$ cat src/rtl/dma_hs_pkg.sv
// Package: shared types for the DMA handshake controller.
// Assumes the control word sits in the low bits of the register port.
package dma_hs_pkg;

    // Control word; the first member is the MSB, so en is bit 0.
    typedef struct packed {
        logic to_mem;    // bit 4: 1 = FIFO to memory (read strobe), 0 = memory to FIFO
        logic short_en;  // bit 3: short packet terminates the transfer
        logic req_low;   // bit 2: request pin active low
        logic ack_only;  // bit 1: acknowledge alone is the data strobe
        logic en;        // bit 0: DMA enable
    } dma_ctl_t;

    typedef enum logic {
        SEL_CTL = 1'b0,
        SEL_CNT = 1'b1
    } reg_sel_e;

endpackage

$ cat src/rtl/dma_hs_regs.sv
// Module: dma_hs_regs
// Holds the control word and the remaining-byte counter. Register writes
// take priority over hardware updates in the same clock. Assumes
// CNT_W >= width of the control word.
module dma_hs_regs
    import dma_hs_pkg::*;
#(
    parameter int CNT_W = 16
) (
    input  logic             clk,
    input  logic             rst_n,
    input  logic             cfg_we,
    input  logic             cfg_addr,
    input  logic [CNT_W-1:0] cfg_wdata,
    output logic [CNT_W-1:0] cfg_rdata,
    input  logic             byte_done_i,
    input  logic             xfer_end_i,
    output dma_ctl_t         ctl_o,
    output logic             cnt_one_o,
    output logic             cnt_zero_o
);
    localparam int CTL_W = $bits(dma_ctl_t);

    dma_ctl_t         ctl_q;
    logic [CNT_W-1:0] cnt_q;
    reg_sel_e         sel;
    logic             ctl_wr;
    logic             cnt_wr;

    assign sel    = reg_sel_e'(cfg_addr);
    assign ctl_wr = cfg_we && (sel == SEL_CTL);
    assign cnt_wr = cfg_we && (sel == SEL_CNT);

    // Control word: software write, else the enable is cleared at end of transfer.
    always_ff @(posedge clk) begin
        if (!rst_n) begin
            ctl_q <= '0;
        end else if (ctl_wr) begin
            ctl_q <= dma_ctl_t'(cfg_wdata[CTL_W-1:0]);
        end else if (xfer_end_i) begin
            ctl_q.en <= 1'b0;
        end
    end

    // Counter: load from software, else count down once per completed byte.
    always_ff @(posedge clk) begin
        if (!rst_n) begin
            cnt_q <= '0;
        end else if (cnt_wr) begin
            cnt_q <= cfg_wdata;
        end else if (byte_done_i && (cnt_q != '0)) begin
            cnt_q <= cnt_q - 1'b1;
        end
    end

    // Readback mux.
    always_comb begin
        if (sel == SEL_CNT) cfg_rdata = cnt_q;
        else                cfg_rdata = {{(CNT_W-CTL_W){1'b0}}, ctl_q};
    end

    assign ctl_o      = ctl_q;
    assign cnt_one_o  = (cnt_q == CNT_W'(1));
    assign cnt_zero_o = (cnt_q == '0);


    end_clears_en_chk: assert property (@(posedge clk) disable iff (!rst_n)
        (xfer_end_i && !ctl_wr) |=> !ctl_q.en);


    cnt_step_chk: assert property (@(posedge clk) disable iff (!rst_n)
        (byte_done_i && !cnt_wr && (cnt_q != '0)) |=> (cnt_q == CNT_W'($past(cnt_q) - 1'b1)));

endmodule

$ cat src/rtl/dma_hs_strobe.sv
// Module: dma_hs_strobe
// Qualifies the acknowledge and read/write pins into one byte strobe. It
// detects strobe completion (active then released), latches inbound data,
// captures an end-of-transfer seen during a strobe, and decides whether
// the completing byte ends the transfer. Assumes all pins are synchronous
// to clk.
module dma_hs_strobe #(
    parameter int DATA_W = 8
) (
    input  logic              clk,
    input  logic              rst_n,
    input  logic              en_i,
    input  logic              ack_only_i,
    input  logic              to_mem_i,
    input  logic              short_en_i,
    input  logic              cnt_one_i,
    input  logic              dack_n_i,
    input  logic              rd_n_i,
    input  logic              wr_n_i,
    input  logic              eot_n_i,
    input  logic              short_last_i,
    input  logic [DATA_W-1:0] din_i,
    output logic              strobe_o,
    output logic              dack_act_o,
    output logic              byte_done_o,
    output logic              xfer_end_o,
    output logic [DATA_W-1:0] din_q_o
);
    logic              dir_strobe;
    logic              strobe_q;
    logic              eot_seen_q;
    logic [DATA_W-1:0] din_q;

    assign dack_act_o  = en_i && !dack_n_i;
    assign dir_strobe  = to_mem_i ? !rd_n_i : !wr_n_i;
    assign strobe_o    = dack_act_o && (ack_only_i || dir_strobe);
    assign byte_done_o = en_i && strobe_q && !strobe_o;

    // Remember whether the strobe was active in the previous clock.
    always_ff @(posedge clk) begin
        if (!rst_n) strobe_q <= 1'b0;
        else        strobe_q <= strobe_o;
    end

    // Capture an end-of-transfer that arrives together with a strobe.
    always_ff @(posedge clk) begin
        if (!rst_n || !en_i || byte_done_o) eot_seen_q <= 1'b0;
        else if (strobe_o && !eot_n_i)      eot_seen_q <= 1'b1;
    end

    // Hold inbound data while the strobe is active.
    always_ff @(posedge clk) begin
        if (!rst_n)        din_q <= '0;
        else if (strobe_o) din_q <= din_i;
    end

    // The completing byte ends the transfer on count, external end, or short packet.
    always_comb begin
        xfer_end_o = byte_done_o &&
                     (cnt_one_i || eot_seen_q || (short_en_i && to_mem_i && short_last_i));
    end

    assign din_q_o = din_q;


    eot_ends_chk: assert property (@(posedge clk) disable iff (!rst_n)
        (byte_done_o && eot_seen_q) |-> xfer_end_o);


    ack_only_chk: assert property (@(posedge clk) disable iff (!rst_n)
        (en_i && ack_only_i && !dack_n_i) |-> strobe_o);

endmodule

$ cat src/rtl/dma_hs_req.sv
// Module: dma_hs_req
// Generates the DMA request. The request drops once a strobe is seen and
// is re-armed only after acknowledge is released. It is gated by the
// enable bit and inverted when active-low polarity is selected.
module dma_hs_req (
    input  logic clk,
    input  logic rst_n,
    input  logic en_i,
    input  logic req_low_i,
    input  logic avail_i,
    input  logic cnt_zero_i,
    input  logic strobe_i,
    input  logic dack_act_i,
    output logic dreq_o
);
    logic req_q;
    logic req_act;

    // Request state: drop on strobe, hold while acknowledged, else re-arm.
    always_ff @(posedge clk) begin
        if (!rst_n)          req_q <= 1'b0;
        else if (strobe_i)   req_q <= 1'b0;
        else if (!dack_act_i) req_q <= en_i && !cnt_zero_i && avail_i;
    end

    assign req_act = req_q && en_i;
    assign dreq_o  = req_act ^ req_low_i;


    req_drop_chk: assert property (@(posedge clk) disable iff (!rst_n)
        strobe_i |=> !req_q);


    req_idle_chk: assert property (@(posedge clk) disable iff (!rst_n)
        !en_i |-> (dreq_o == req_low_i));

endmodule

$ cat src/rtl/dma_handshake.sv
// Module: dma_handshake (top)
// Device-side DMA request/acknowledge controller. It connects the
// register file, the strobe qualifier and the request generator, and
// drives the FIFO byte port. Assumes synchronous pins and a FIFO that
// accepts one pop or push per clock.
module dma_handshake
    import dma_hs_pkg::*;
#(
    parameter int CNT_W  = 16,
    parameter int DATA_W = 8
) (
    input  logic              clk,
    input  logic              rst_n,
    input  logic              cfg_we,
    input  logic              cfg_addr,
    input  logic [CNT_W-1:0]  cfg_wdata,
    output logic [CNT_W-1:0]  cfg_rdata,
    output logic              dreq,
    input  logic              dack_n,
    input  logic              rd_n,
    input  logic              wr_n,
    input  logic              eot_n,
    input  logic [DATA_W-1:0] dma_din,
    output logic [DATA_W-1:0] dma_dout,
    input  logic              fifo_avail,
    input  logic [DATA_W-1:0] fifo_rdata,
    input  logic              fifo_short_last,
    output logic              fifo_rd_en,
    output logic              fifo_wr_en,
    output logic [DATA_W-1:0] fifo_wdata,
    output logic              xfer_done
);
    dma_ctl_t ctl;
    logic     cnt_one;
    logic     cnt_zero;
    logic     strobe;
    logic     dack_act;
    logic     byte_done;
    logic     xfer_end;
    logic     done_q;

    dma_hs_regs #(.CNT_W(CNT_W)) u_regs (
        .clk         (clk),
        .rst_n       (rst_n),
        .cfg_we      (cfg_we),
        .cfg_addr    (cfg_addr),
        .cfg_wdata   (cfg_wdata),
        .cfg_rdata   (cfg_rdata),
        .byte_done_i (byte_done),
        .xfer_end_i  (xfer_end),
        .ctl_o       (ctl),
        .cnt_one_o   (cnt_one),
        .cnt_zero_o  (cnt_zero)
    );

    dma_hs_strobe #(.DATA_W(DATA_W)) u_strobe (
        .clk          (clk),
        .rst_n        (rst_n),
        .en_i         (ctl.en),
        .ack_only_i   (ctl.ack_only),
        .to_mem_i     (ctl.to_mem),
        .short_en_i   (ctl.short_en),
        .cnt_one_i    (cnt_one),
        .dack_n_i     (dack_n),
        .rd_n_i       (rd_n),
        .wr_n_i       (wr_n),
        .eot_n_i      (eot_n),
        .short_last_i (fifo_short_last),
        .din_i        (dma_din),
        .strobe_o     (strobe),
        .dack_act_o   (dack_act),
        .byte_done_o  (byte_done),
        .xfer_end_o   (xfer_end),
        .din_q_o      (fifo_wdata)
    );

    dma_hs_req u_req (
        .clk        (clk),
        .rst_n      (rst_n),
        .en_i       (ctl.en),
        .req_low_i  (ctl.req_low),
        .avail_i    (fifo_avail),
        .cnt_zero_i (cnt_zero),
        .strobe_i   (strobe),
        .dack_act_i (dack_act),
        .dreq_o     (dreq)
    );

    // FIFO strobes follow the transfer direction on strobe completion.
    always_comb begin
        fifo_rd_en = byte_done && ctl.to_mem;
        fifo_wr_en = byte_done && !ctl.to_mem;
    end

    assign dma_dout = fifo_rdata;

    // Registered end-of-transfer pulse toward interrupt logic.
    always_ff @(posedge clk) begin
        if (!rst_n) done_q <= 1'b0;
        else        done_q <= xfer_end;
    end

    assign xfer_done = done_q;


    done_pulse_chk: assert property (@(posedge clk) disable iff (!rst_n)
        xfer_done |=> !xfer_done);


    fifo_excl_chk: assert property (@(posedge clk) disable iff (!rst_n)
        !(fifo_rd_en && fifo_wr_en));

endmodule

$ cat config.mk
export PLATFORM = sky130hd
export DESIGN_NAME = dma_handshake
export DESIGN_NICKNAME = d
export VERILOG_FILES = /design/src/rtl/dma_hs_pkg.sv /design/src/rtl/dma_hs_regs.sv /design/src/rtl/dma_hs_strobe.sv /design/src/rtl/dma_hs_req.sv /design/src/rtl/dma_handshake.sv
export SDC_FILE = /design/constraint.sdc
export NUM_CORES = 1
export LEC_CHECK = 0
export CAP_MARGIN = 15
export CORE_ASPECT_RATIO = 0.8
export CORE_MARGIN = 1.5
export CORE_UTILIZATION = 43
export CTS_CLUSTER_DIAMETER = 150
export DETAILED_ROUTE_END_ITERATION = 10
export PLACE_DENSITY = 0.8
export SYNTH_ARGS = -nofsm -noshare
export SYNTH_HDL_FRONTEND = slang
export SYNTH_SLANG_ARGS = --single-unit
$ cat constraint.sdc
create_clock -name clk -period 2.3 [get_ports clk]
set_clock_uncertainty 0.1 [all_clocks]
set_input_delay 0.23 -clock clk [delete_from_list [all_inputs] [get_ports clk]]
set_output_delay 0.23 -clock clk [all_outputs]
set_load 0.02 [all_outputs]
== Yosys cells after proc, flatten, opt, wreduce, memory -nomap -nowiden ==
Cells that the tools add are included.

* Register bits: 33
* Input bits: 42
* Output and inout bits: 36
* Word-level logic and storage cells: 57

* Add/sub/neg operators: 1
* Equal/unequal tests: 1
* Multiplexer cells: 6
* Bitwise gates (word level): 3
* Reductions and logical operators: 35

{| class="wikitable"
|+ Operators by type and width
! cell !! count
|-
| 16-bit 2-to-1 mux || 3
|-
| 16-bit by 1-bit equality test with 1-bit output, second input constant || 1
|-
| 1-bit logical AND || 16
|-
| 16-bit zero test || 1
|-
| 16-bit nonzero test || 1
|-
| 16-bit by 1-bit subtractor with 16-bit output, second input constant || 1
|-
| 1-bit zero test || 9
|-
| 1-bit logical OR || 5
|-
| 2-bit nonzero test || 2
|-
| 1-bit 2-to-1 mux || 3
|-
| 1-bit inverter || 2
|-
| 2-bit OR reduction || 1
|-
| 1-bit bitwise XOR || 1
|}

== Depth between registers and ports, before layout ==
* Depth in word-level cells: 9
* Depth in mapped cells: 8
* Gate-level depth less buffers: 7

== By module ==
Synthesis repeated with hierarchy kept, for this count alone.

* Cell total of the unflattened synthesis: 246
* Area total of the unflattened synthesis: 2087.0 sq um

{| class="wikitable"
|+ By module, submodules not included
! module !! times used !! cells each !! area an instance (sq um) !! sequential area each (sq um)
|-
| dma_hs_regs || 1 || 177 || 1463.9 || 420.4
|-
| dma_hs_strobe || 1 || 50 || 461.7 || 200.2
|-
| dma_handshake || 1 || 12 || 102.6 || 20.0
|-
| dma_hs_req || 1 || 7 || 58.8 || 20.0
|}

== Worst setup path before layout ==
Ideal clock, no wire load.

* Path kind: register to register
* Start point: reg u_regs.cnt_q[0]
* End point: reg u_regs.cnt_q[11]
* Setup time: 131 ps
* Arrival: 1674 ps
* Required time: 2069 ps
* Path slack: 394 ps
* Cell stages (with the launch flop): 9
* Buffers on the path: 1
* Clock period less this slack: 1906 ps
* Path through: dfxtp_1 -> inv_1 -> ha_1 -> nor4b_1 -> and4_1 -> buf_2 -> nor4b_2 -> xnor2_1 -> a21oi_1

* Word-level cells in the longest chain between the ends: 3
* Elaborated cells on any way between the ends: 6
* Those cells by class: 1 x add/sub; 2 x mux; 3 x reduce/logical

{| class="wikitable"
|+ RTL lines
! item !! RTL line !! RTL
|-
| start: declaration || dma_hs_regs.sv:25 || <nowiki>logic [CNT_W-1:0] cnt_q;</nowiki>
|-
| start signal: assignment || dma_hs_regs.sv:50 || <nowiki>cnt_q <= cfg_wdata;</nowiki>
|-
| start signal: assignment || dma_hs_regs.sv:52 || <nowiki>cnt_q <= cnt_q - 1'b1;</nowiki>
|-
| 16-bit by 1-bit subtractor with 16-bit output or 16-bit nonzero test (tied branches) || dma_hs_regs.sv:52, dma_hs_regs.sv:51 ||
|-
| 16-bit 2-to-1 mux or 1-bit logical AND (tied branches) || dma_hs_regs.sv:51 || <nowiki>end else if (byte_done_i && (cnt_q != '0)) begin</nowiki>
|-
| 16-bit 2-to-1 mux or 2-bit nonzero test (tied branches) || n/a ||
|}

Parallel ways exist; a longest one is shown, timed or not. The select of a mux whose other input is x is not followed.
A chain may end at the register's enable or synchronous reset.

== Final worst setup path ==
* Start point: reg u_regs.ctl_q, in the netlist u_regs.ctl_o[4]
* End point: out fifo_rd_en

* Word-level cells in the longest chain between the ends: 6

{| class="wikitable"
|+ RTL lines
! item !! RTL line !! RTL
|-
| start: declaration || dma_hs_regs.sv:24 || <nowiki>dma_ctl_t ctl_q;</nowiki>
|-
| start signal: assignment || dma_hs_regs.sv:39 || <nowiki>ctl_q <= dma_ctl_t'(cfg_wdata[CTL_W-1:0]);</nowiki>
|-
| 1-bit 2-to-1 mux || dma_hs_strobe.sv:35 || <nowiki>assign dir_strobe = to_mem_i ? !rd_n_i : !wr_n_i;</nowiki>
|-
| 1-bit logical OR || dma_hs_strobe.sv:36 || <nowiki>assign strobe_o = dack_act_o && (ack_only_i || dir_strobe);</nowiki>
|-
| 1-bit logical AND || dma_hs_strobe.sv:36 ||
|-
| 1-bit zero test || dma_hs_strobe.sv:37 || <nowiki>assign byte_done_o = en_i && strobe_q && !strobe_o;</nowiki>
|-
| 1-bit logical AND || dma_hs_strobe.sv:37 ||
|-
| 1-bit logical AND * || dma_handshake.sv:91 || <nowiki>fifo_rd_en = byte_done && ctl.to_mem;</nowiki>
|-
| end: declaration || dma_handshake.sv:28 || <nowiki>output logic fifo_rd_en,</nowiki>
|}

Every way passes the cells marked *; elsewhere a longest branch is shown, timed or not.

==> impl_metrics.json <==
{
  "crit_path_end_kind": "output port",
  "critPathArrivalTime_ns": 1.83,
  "synth_warnings": 0,
  "clock-root-buffer": "clkbuf_8",
  "die_h_um": 62.4,
  "drc": 0,
  "overflow": 0,
  "yosys.area_share.xor_xnor": 0.0692,
  "synth_seq_cells": 33,
  "grt_pass1_wl_um": 8050,
  "slew_viol_final": 0,
  "clk_pin_slew_worst_paths_ns": 0.06,
  "place_area_um2": 2540,
  "fin_setup_tns_ns": 0,
  "synth_ff_type": "dfxtp_1",
  "netlist.area_leader.share": 0.348,
  "max_freq_mhz": 462,
  "async_flop_share": 0,
  "period_share": 0.941,
  "dp.cells": 331,
  "clockBufferDepth": 2,
  "setup_slack_ns": 0.136,
  "die_w_um": 77.3,
  "synth-edff-count": 0,
  "hp-class": "flop to flop",
  "finalWirelength_um": 4660,
  "syn_to_final_growth_pct": 38.8,
  "p_int_mw": 0.989,
  "gp_congestion": 0.884,
  "via_count": 1761,
  "critical_path_class": "flop to output port",
  "finalHoldViolations": 0,
  "drt_iter0_drc": 104,
  "yosys.cell_count.top_type": "dfxtp_1",
  "yosysUniqueCellTypes": 41,
  "grt_max_degree": 21,
  "post-route-util": 0.626,
  "synthCells": 223,
  "rrSetupSlack_ns": 0.15,
  "power_leakage_nw": 0.987,
  "cts_max_level": 2,
  "post_cts_buffers": 0,
  "fillCellCount": 384,
  "dr.pass1.iters": 4,
  "final_area_um2": 2630,
  "synth_nets": 267,
  "drive_above_1_share": 0.139,
  "synth_top_family_by_area": "simple AND/OR/NAND/NOR gates",
  "start_util": 0.451,
  "maxCapViolations": 0,
  "antenna_found_initial": 0,
  "cts.sinks": 33,
  "vdd_drop_max_mv": 0.293,
  "dpl.hpwl_um": 3480,
  "rows": 21,
  "dp_slack_ns": 0.137,
  "synthTopCellsByCount": "dfxtp_1, nor2_1, a21oi_1, o21ai_0, mux2i_1",
  "seqPwrFrac": 0.460,
  "ant_nets": 0,
  "period_minus_slack_ns": 2.16,
  "cts_hold_buf": 0,
  "synthMuxAreaShare": 0.0923,
  "insertedDiodeCount": 0,
  "cts_buffers": 5,
  "ys_seq_area_frac": 0.348,
  "dieArea_um2": 4820,
  "power.total_mw": 1.37,
  "synth_area_per_cell_um2": 8.51,
  "hold_slack_ns": 0.356,
  "yosys.area.top_type": "dfxtp_1",
  "stdcell_count": 338,
  "wl_per_cell_um": 13.8,
  "regArea_um2": 662,
  "relSlewSlack": 0.652,
  "io_pins": 78,
  "final_nets": 325,
  "crit_fanout": 3,
  "synth_area_um2": 1900,
  "p_sw_frac": 0.277,
  "vias_per_cell": 5.21,
  "cts_tree": "done",
  "critPathRequiredTime_ns": 1.97,
  "start_kind": "flop",
  "power_density_nw_per_um2": 520,
  "synth_compound_area_frac": 0.132,
  "pwr-share-clk": 0.318,
  "worstMarginPinSlew_ns": 0.521,
  "clk_latency_ns": 0.28,
  "core_um2": 4200,
  "combPwrFrac": 0.223,
  "synth.area.top_cells": "dfxtp_1, mux2i_1, xnor2_1, a21oi_1, nor2_1",
  "status": "completed",
  "netSwitchingPower_mw": 0.379,
  "portBuffers": 61,
  "rsz0062_at_grt": "no",
  "grt_pass1_vias": 1733,
  "synth_fa_ha_area_frac": 0.0132,
  "yosys.area_share.simple": 0.267,
  "grt_use_total": 0.207,
  "multi_input_area_um2": 1090,
  "setup_viol": 0
}
layer usage:
metal  global-route usage  wire (µm)
met1                0.292       2320
met2                0.304       1970
met3               0.0628        309
met4               0.0568         56
met5                    0          0
power groups by stage:
stage | Sequential [mW] | Combinational [mW] | Clock, mW
after floorplan | 0.635 | 0.190 | 0
after global placement | 0.640 | 0.296 | 0
after detailed placement | 0.641 | 0.300 | 0
after CTS | 0.628 | 0.304 | 0.443
after global routing | 0.633 | 0.332 | 0.466
final | 0.629 | 0.305 | 0.435
worst paths after layout:
kind | start | endpoint | cells past startpoint
worst max-delay path | u_regs.ctl_o[4]$_SDFFE_PN0P_ | fifo_rd_en | 4
worst max register to register | u_regs.cnt_q[1]$_SDFFE_PN0P_ | u_regs.cnt_q[1]$_SDFFE_PN0P_ | 7
worst min register to register | u_req.req_q$_SDFFE_PP0N_ | u_req.req_q$_SDFFE_PP0N_ | 2
worst min-delay path | u_req.req_q$_SDFFE_PP0N_ | u_req.req_q$_SDFFE_PP0N_ | 2
critical path, cell delays in order (launching register included):
cell             delay (ns)
dfxtp_1                0.38
mux2i_1                0.15
o31a_4                 0.31
nor2_1                 0.10
clkdlybuf4s50_1        0.61
layout by cell type (no fill, tap or decap), drive strengths merged:
cell	count
buf	12
o2bb2ai	1
nor2b	1
clkbuf	7
nor3	9
a21oi	16
o211ai	1
o31ai	1
xnor2	11
nand4	3
nor2	22
clkdlybuf4s50	61
o311ai	1
nor4b	4
o31a	1
mux2i	13
nand2b	1
or3	1
a31o	1
xor2	4
o21ai	15
and2	12
and3	2
dfxtp	33
nor4	7
mux2	4
and4	1
nand3	10
ha	2
a31oi	2
o22ai	2
nor3b	1
nand2	12
inv	6
a211oi	1
sequential cells by signal (all words and copies together) (netlist names):
signal               flops
u_strobe.eot_seen_q      1
u_strobe.din_q_o         8
u_req.req_q              1
u_regs.ctl_o             5
xfer_done                1
u_regs.cnt_q            16
u_strobe.strobe_q        1
cell type report:
cell class,count,share of cell area
well taps,57,0.0271
flip-flops and latches,33,0.251
repair buffers,73,0.266
multi-input cells,162,0.414
clock buffers,7,0.0328
inverters,6,0.00855
cell families after synthesis:
group / after synthesis
adder cells (fa/ha/maj): 2
multiplexers: 17
AO/OA/AOI/OAI: 42
flip-flops: 33
AND/OR/NAND/NOR: 86
buffers and inverters: 28
XOR/XNOR: 15
repair_timing:
item                                    in CTS  in global routing
gates resized for setup                      0                  2
hold endpoints to repair                     0                  0
endpoints found under the setup margin       0                  3
Power figures use the tool's default switching activity.
